### config.mk
export PLATFORM = sky130hd
export DESIGN_NAME = sr_skew_gen
export DESIGN_NICKNAME = d
export VERILOG_FILES = /design/src/rtl/sr_skew_pkg.sv /design/src/rtl/sr_skew_map.sv /design/src/rtl/sr_tap_delay.sv /design/src/rtl/sr_skew_gen.sv
export SDC_FILE = /design/constraint.sdc
export NUM_CORES = 1
export LEC_CHECK = 0
export BUFFER_PORTS_ARGS = -buffer_cell sky130_fd_sc_hd__buf_4
export CAP_MARGIN = 20
export CORE_ASPECT_RATIO = 0.8
export CORE_MARGIN = 2
export CORE_UTILIZATION = 65
export DETAILED_ROUTE_END_ITERATION = 8
export PLACE_DENSITY = 0.85
export SYNTH_ARGS = -nofsm -noshare
export SYNTH_HDL_FRONTEND = slang
export SYNTH_SLANG_ARGS = --single-unit
### constraint.sdc
create_clock -name clk -period 8 [get_ports clk]
set_clock_uncertainty 0.15 [all_clocks]
set_input_delay 2.4 -clock clk [delete_from_list [all_inputs] [get_ports clk]]
set_output_delay 2.4 -clock clk [all_outputs]
set_load 0.02 [all_outputs]
### src/rtl/sr_skew_pkg.sv
// Shared helpers for the rectifier skew generator.
// Assumes: called only at elaboration to fill constant curves.
package sr_skew_pkg;

    // Quadratic skew curve: fine near the dead band, coarse at the ends.
    function automatic int skew_cycles(input int m, input int steps,
                                       input int lo, input int hi);
        int den;
        den = (steps - 1) * (steps - 1);
        if (den <= 0) return lo;
        return lo + ((hi - lo) * m * m) / den;
    endfunction

endpackage

### src/rtl/sr_skew_map.sv
// Maps the unsigned skew code to a shift amount for each path.
// Assumes: MID = 2^(CODE_W-1), DEAD < MID - 1, PWM_MAX <= MAX_CYC.
// Purely combinational; the curve is built as constants at elaboration.
module sr_skew_map #(
    parameter int CODE_W  = 6,
    parameter int DEAD    = 2,
    parameter int MIN_CYC = 2,
    parameter int MAX_CYC = 15,
    parameter int PWM_MAX = 12,
    parameter int CNT_W   = 4
) (
    input  logic [CODE_W-1:0] code,
    output logic [CNT_W-1:0]  pwm_amt,
    output logic [CNT_W-1:0]  sr_amt
);
    import sr_skew_pkg::*;

    localparam int MID   = 1 << (CODE_W - 1);
    localparam int STEPS = MID - DEAD;
    localparam logic [CODE_W:0] HI_EDGE = (CODE_W + 1)'(MID + DEAD);
    localparam logic [CODE_W:0] LO_EDGE = (CODE_W + 1)'(MID - DEAD);
    localparam logic [CODE_W:0] LAST    = (CODE_W + 1)'(STEPS - 1);
    localparam logic [CNT_W-1:0] LIMIT  = CNT_W'(PWM_MAX);

    logic [CNT_W-1:0] curve [STEPS];
    logic [CODE_W:0]  code_x;
    logic [CODE_W:0]  mag;
    logic             above;
    logic             below;
    logic [CNT_W-1:0] cyc;

    // One constant curve entry per magnitude step.
    for (genvar g = 0; g < STEPS; g++) begin : g_curve
        assign curve[g] = CNT_W'(skew_cycles(g, STEPS, MIN_CYC, MAX_CYC));
    end

    // Classify the code against the dead band and compute the step index.
    always_comb begin
        code_x = {1'b0, code};
        above  = code_x > HI_EDGE;
        below  = code_x < LO_EDGE;
        if (above)      mag = code_x - HI_EDGE - 1'b1;
        else if (below) mag = LO_EDGE - code_x - 1'b1;
        else            mag = '0;
        if (mag > LAST) mag = LAST;
    end

    // Look up the amount and steer it to one path, clamping the bridge side.
    always_comb begin
        cyc = '0;
        for (int i = 0; i < STEPS; i++) begin
            if (mag == (CODE_W + 1)'(i)) cyc = curve[i];
        end
        pwm_amt = '0;
        sr_amt  = '0;
        if (below)      pwm_amt = (cyc > LIMIT) ? LIMIT : cyc;
        else if (above) sr_amt  = cyc;
    end

endmodule

### src/rtl/sr_tap_delay.sv
// Multi-bit shift line with a selectable tap; tap 0 passes input through.
// Assumes: tap never exceeds DEPTH; reset clears every stage to zero.
module sr_tap_delay #(
    parameter int W     = 2,
    parameter int DEPTH = 15,
    parameter int TAP_W = 4
) (
    input  logic             clk,
    input  logic             rst_n,
    input  logic [W-1:0]     din,
    input  logic [TAP_W-1:0] tap,
    output logic [W-1:0]     dout
);
    logic [W-1:0] line [DEPTH];

    // Shift the input through the stages once per clock.
    always_ff @(posedge clk) begin
        if (!rst_n) begin
            for (int i = 0; i < DEPTH; i++) line[i] <= '0;
        end else begin
            line[0] <= din;
            for (int i = 1; i < DEPTH; i++) line[i] <= line[i-1];
        end
    end

    // Select the stage matching the requested delay.
    always_comb begin
        dout = din;
        for (int i = 0; i < DEPTH; i++) begin
            if (tap == TAP_W'(i + 1)) dout = line[i];
        end
    end

endmodule

### src/rtl/sr_skew_gen.sv
// Synchronous rectifier skew generator: inverts each lower PWM command into
// a rectifier command, and delays either the bridge group (lower plus upper)
// or the rectifier group by a code-selected number of cycles.
// Assumes: osc_tick pulses once per oscillator cycle at a boundary.
module sr_skew_gen #(
    parameter int CODE_W  = 6,
    parameter int DEAD    = 2,
    parameter int MIN_CYC = 2,
    parameter int MAX_CYC = 15,
    parameter int PWM_MAX = 12
) (
    input  logic              clk,
    input  logic              rst_n,
    input  logic              osc_tick,
    input  logic [CODE_W-1:0] skew_code,
    input  logic              pwm_l,
    input  logic              pwm_r,
    input  logic              up_l,
    input  logic              up_r,
    output logic              pwm_l_o,
    output logic              pwm_r_o,
    output logic              up_l_o,
    output logic              up_r_o,
    output logic              sr_l,
    output logic              sr_r
);
    localparam int CNT_W = $clog2(MAX_CYC + 1);

    logic [CNT_W-1:0] pwm_next, sr_next;
    logic [CNT_W-1:0] pwm_dly, sr_dly;
    logic [3:0]       bridge_d;
    logic [1:0]       rect_d;

    sr_skew_map #(
        .CODE_W(CODE_W), .DEAD(DEAD), .MIN_CYC(MIN_CYC),
        .MAX_CYC(MAX_CYC), .PWM_MAX(PWM_MAX), .CNT_W(CNT_W)
    ) u_map (
        .code(skew_code), .pwm_amt(pwm_next), .sr_amt(sr_next)
    );

    // Latch the shift amounts only at an oscillator boundary.
    always_ff @(posedge clk) begin
        if (!rst_n) begin
            pwm_dly <= '0;
            sr_dly  <= '0;
        end else if (osc_tick) begin
            pwm_dly <= pwm_next;
            sr_dly  <= sr_next;
        end
    end

    sr_tap_delay #(.W(4), .DEPTH(MAX_CYC), .TAP_W(CNT_W)) u_bridge (
        .clk(clk), .rst_n(rst_n), .din({up_l, up_r, pwm_l, pwm_r}),
        .tap(pwm_dly), .dout(bridge_d)
    );

    sr_tap_delay #(.W(2), .DEPTH(MAX_CYC), .TAP_W(CNT_W)) u_rect (
        .clk(clk), .rst_n(rst_n), .din({pwm_l, pwm_r}),
        .tap(sr_dly), .dout(rect_d)
    );

    // Drive the bridge outputs and the inverted rectifier outputs.
    always_comb begin
        {up_l_o, up_r_o, pwm_l_o, pwm_r_o} = bridge_d;
        sr_l = ~rect_d[1];
        sr_r = ~rect_d[0];
    end

endmodule

After elaboration in Yosys (flattened, before gate mapping)

Memory sizes are Yosys's and may differ from the RTL's.
Index checks and enable logic that the tools add are counted.

Mux-type cells: 99
Equal/unequal tests: 59
Add/sub/neg operators: 4
Magnitude comparators: 4
Reduce and logical (&&, ||, !) cells: 1
Bitwise gates (word level): 32

Operators with widths:

| cell                | number |
|---|---|
| $mux 4              | 44 |
| $eq 7x5->1 const B  | 14 |
| $mux 2              | 42 |
| $eq 4x4->1 const B  | 16 |
| $eq 7x4->1 const B  | 8 |
| $eq 4x3->1 const B  | 8 |
| $or 1x1->1          | 30 |
| $eq 7x3->1 const B  | 4 |
| $mux 3              | 8 |
| $mux 7              | 3 |
| $eq 4x2->1 const B  | 4 |
| $eq 7x2->1 const B  | 2 |
| $sub 7x1->7 const B | 2 |
| $eq 4x1->1 const B  | 2 |
| $eq 7x1->1 const B  | 1 |
| $gt 7x5->1 const B  | 1 |
| $logic_not 7->1     | 1 |
| $sub 5x6->7 const A | 1 |
| $sub 6x6->7 const B | 1 |
| $gt 6x6->1 const B  | 1 |
| $lt 6x5->1 const B  | 1 |
| $gt 4x4->1 const B  | 1 |
| $mux 1              | 2 |
| $not 1->1           | 2 |

Output and inout bits: 6
Input bits: 13
Memories: 2
Word-level logic and storage cells: 203
Bits in writable memories: 90
Bits in registers: 8

Memory list:

| name          | words | width | rd ports | clocked after memory_dff | wr ports | line               | text |
|---|---|---|---|---|---|---|---|
| u_bridge.line | 15    | 4     | 15       | 0                        | 15       | sr_tap_delay.sv:14 | `logic [W-1:0] line [DEPTH];` |
| u_rect.line   | 15    | 2     | 15       | 0                        | 15       | sr_tap_delay.sv:14 |  |

Logic depth before layout (Yosys ltp)

Word-level depth: 40
Gate-level depth with buffers: 9

Hierarchy

From an unflattened synthesis, not the netlist that was laid out.

Cells, all modules: 503
Area, all modules: 4,723.3 um^2

By module, submodules not included:

| module                  | cells an instance | sequential area each (um^2) | area an instance (um^2) | instances |
|---|---|---|---|---|
| sr_tap_delay (u_bridge) | 262               | 1,201.2                     | 2,544.9                 | 1 |
| sr_tap_delay (u_rect)   | 141               | 600.6                       | 1,322.5                 | 1 |
| sr_skew_map             | 73                | 0.0                         | 546.8                   | 1 |
| sr_skew_gen             | 27                | 160.2                       | 309.0                   | 1 |

Least setup slack after synthesis

No wires, ideal clock.

Path kind: input-to-output
Start point: input port up_l
End point: output port up_l_o
Stages: 6
Path slack: 1.975 ns
Arrival: 3.475 ns
Path buffers: 0
Cells stage by stage: nand2_1 > a21boi_0 > o221a_2 > a21oi_1 > o32ai_1 > a21oi_1

Longest elaborated chain between the ends: 15

RTL lines:

| item                  | line               | text |
|---|---|---|
| start: declaration    | sr_skew_gen.sv:18  | `input logic up_l,` |
| $mux 4 (15 in series) | sr_tap_delay.sv:30 | `if (tap == TAP_W'(i + 1)) dout = line[i];` |
| end: declaration      | sr_skew_gen.sv:22  | `output logic up_l_o,` |

Every way passes these cells.

Worst setup path after layout

Start point: input port pwm_r
End point: output port sr_r

Longest elaborated chain between the ends: 16

RTL lines:

| item                  | line               | text |
|---|---|---|
| start: declaration    | sr_skew_gen.sv:17  | `input logic pwm_r,` |
| $mux 2 (15 in series) | sr_tap_delay.sv:30 |  |
| $not 1->1             | sr_skew_gen.sv:66  | `sr_r = ~rect_d[0];` |
| end: declaration      | sr_skew_gen.sv:25  | `output logic sr_r` |

Every way passes these cells.

==> impl_metrics.toml <==
[place]
dpl_cell_area_um2 = 3720
routability_congestion_estimate_from_global_placement = 0.929
io_buffer_count = 18
post-dp-hpwl_um = 5270

[worst_setup_path]
worstSetupPathType = "input port to primary output"
critPathCaptureType = "primary output"
slowest_delay_ns = 0.26
worst-path-max-fanout = 6
cp_cell_sequence = "buf_4 -> inv_1 -> o22ai_1 -> a22o_1 -> a221oi_1 -> o21ai_0 -> a32oi_1 -> buf_4"
setup.worst_path.start_class = "input port"
critical_path_required_ns = 5.45
worst_ep_arrival_time_ns = 3.74
worst_path_most_repeated_cell = "buf_4"
max_stage_delay_cell_worst_path = "a22o_1"

[floorplan]
design.portCount = 19
die_width_um = 87.4
die_h_um = 70.7
fp.coreArea_um2 = 5410
die_area_um2 = 6180
placementRows = 24
start_util_pct = 66.9

[cells_and_area]
num-nets-final = 448
layout_cells_sized_above_1_pct = 11.3
mostFrequentLayoutCell = "dfxtp_1"
post-route-util_pct = 72.8
area_growth_pct = 8.78
insertedDiodeCount = 0
leading_cell_types_in_the_layout_fill_and_taps_excluded = "dfxtp_1 (68), and2_1 (62), a21oi_1 (34)"
multiInputGateArea_um2 = 2080
filler_cell_count = 416
layout.area.seq_um2 = 1360
design_area_um2 = 3940

[routing]
post_drt_wl_per_cell_um = 15.9
route.final.wire_length_um = 7940
via_per_inst = 6.25
first_pass_iters = 4
remaining_drc_errors = 0
drt_iter0_markers = 299
detailroute.via_count = 3124
number_of_nets_with_antenna_violations_after_routing = 0

[clock_tree]
cts-resized-gates = 0
ctsHoldBuffers = 0
clock_sink_count = 68
clock_insertion_delay_worst_skew_ns = 0.35
cts_setup_buffers = 0
clk_pin_slew_worst_paths_ns = 0.07
clock_tree.root_cell = "clkbuf_8"
cts_made_buffers = 9
cts.path.max_buffers = 2
cts.htree.levels = 3
cts_tree = "built"

[synth]
ys_seq_elements = 68
avgSynthCellArea_um2 = 8.38
synth-edff-count = 0
seq_area_frac_synth_pct = 37.6
yosys.cell_types.count = 58
postSynthCellCount = 432
syn-cell-area_um2 = 3620
synthFlopType = "dfxtp_1"
synth.yosys.warnings = 0
postSynth.asyncResetShare_pct = 0
synth.net_count = 449

[global_routing]
overflow = 0
grt_pass1_vias = 2874
grt_max_degree = 71
grt_antenna_before_repair = 0
global_route.usage.total_pct = 27.8
grt_pass1_wl_um = 13800

[timing]
setup-tns-final_ns = 0
finalCritPeriodShare_pct = 78.7
achievable-frequency_mhz = 159
tightest_slew_ns = 1.02
hold_violations = 0
rsz_0062_raised_after_global_routing = "no"
timing.final.max_slew_violations = 0
post-route-min-period_ns = 6.29
slew-limit-headroom_pct = 31.7
final-setup-viol-count = 0

[status]
outcome = "finished clean"

[power]
p_leak_uw = 0.00145
power-per-cell-area_nw_per_um2 = 197
peakVddDrop_uv = 135

[job]
max_cap_violations = 0

[min_path]
min_path_type = "register to register"
[layout make-up]
cell class,count,share of cell area [%]
Sequential cell,68,34.6
Multi-Input combinational cell,319,52.9
Inverter,13,1.24
Timing Repair Buffer,20,3.81
Clock inverter,6,2.29
Clock buffer,9,3.15
Tap cell,65,2.07
[synthesized netlist by cell type (all sizes together), types with 2 or more instances]
master / count / share of area, %
dfxtp: 68 / 38
and2: 62 / 11
a21oi: 34 / 4.7
o21ai: 33 / 4.6
nand2: 29 / 3.0
clkbuf: 22 / 2.3
nor2: 18 / 1.9
inv: 13 / 1.3
nor2b: 11 / 1.9
buf: 10 / 1.2
nor3: 10 / 1.4
a211oi: 8 / 1.7
mux2i: 8 / 2.2
nand2b: 7 / 1.2
o21a: 7 / 1.5
o22ai: 7 / 1.2
a22o: 5 / 1.2
a31oi: 5 / 0.86
nand3b: 5 / 1.0
ha: 4 / 1.4
mux2: 4 / 1.2
mux4: 4 / 2.5
nand3: 4 / 0.55
a221oi: 3 / 0.90
a22oi: 3 / 0.62
nor3b: 3 / 0.62
o211ai: 3 / 0.62
or3: 3 / 0.66
xnor2: 3 / 0.73
a211o: 2 / 0.48
a21boi: 2 / 0.41
a21o: 2 / 0.41
a311oi: 2 / 0.48
a32oi: 2 / 0.48
a41oi: 2 / 0.48
maj3: 2 / 0.55
o221a: 2 / 0.62
o2bb2ai: 2 / 0.48
o31ai: 2 / 0.41
o32ai: 2 / 0.48
[where the power goes]
group          internal [µW]  switching (µW)  leakage [µW]  total [µW]
clock network            174             130      0.000105         305
registers                344            16.0      0.000551         360
logic                   49.3            61.6      0.000796         111
total                    567             208       0.00145         775
[kinds of logic (layout without fill, tap and decap cells)]
group           Yosys count  count (layout)  share of synthesized area, %
simple gates            159             159                          24.6
xor+xnor                  3               3                         0.726
fa+ha+maj                 6               6                          1.94
buf+inv                  45              48                          4.88
mux                      16              16                          5.95
compound gates          135             135                          24.3
flops                    68              68                          37.6
[per-stage QoR]
stage                     hold WS (ns)  cells  setup WS (ns)  power (µW)
after global placement           0.280    485           1.79         473
after global routing             0.330    500           1.60         810
after CTS                        0.308    500           1.74         779
final                            0.305    500           1.71         775
after detailed placement         0.291    485           1.74         476
after floorplan                  0.271    432           1.98         443
[flip-flops by register name (all words and copies together), names as in the netlist]
| signal | cells |
|---|---|
| u_bridge.line | 31 |
| u_rect.line | 29 |
| pwm_dly | 4 |
| sr_dly | 4 |
[metal layers]
layer / track usage [%] / routed length, µm / up-vias
met5: 0 / 0 / -
met4: 6.50 / 95 / 0
met3: 8.75 / 493 / 15
met2: 41.9 / 3590 / 101
met1: 39.1 / 3760 / 1465
li1: - / - / 1543
[critical path: cells and delay by family]
kind / cells / cell delay [ns]
buf+inv: 3 / 0.39
compound gates: 5 / 0.94
[worst paths after layout]
path	startpoint	end	slack, ns	cells past startpoint
worst min-delay path	u_bridge.line[0][39]	u_bridge.line[0][43]	0.30	1
worst max register to register	pwm_dly[2]	pwm_dly[2]	6.10	3
worst min register to register	u_bridge.line[0][39]	u_bridge.line[0][43]	0.30	1
worst max-delay path	pwm_r	sr_r	1.71	8
No activity file was read; power rests on OpenSTA's default activity.
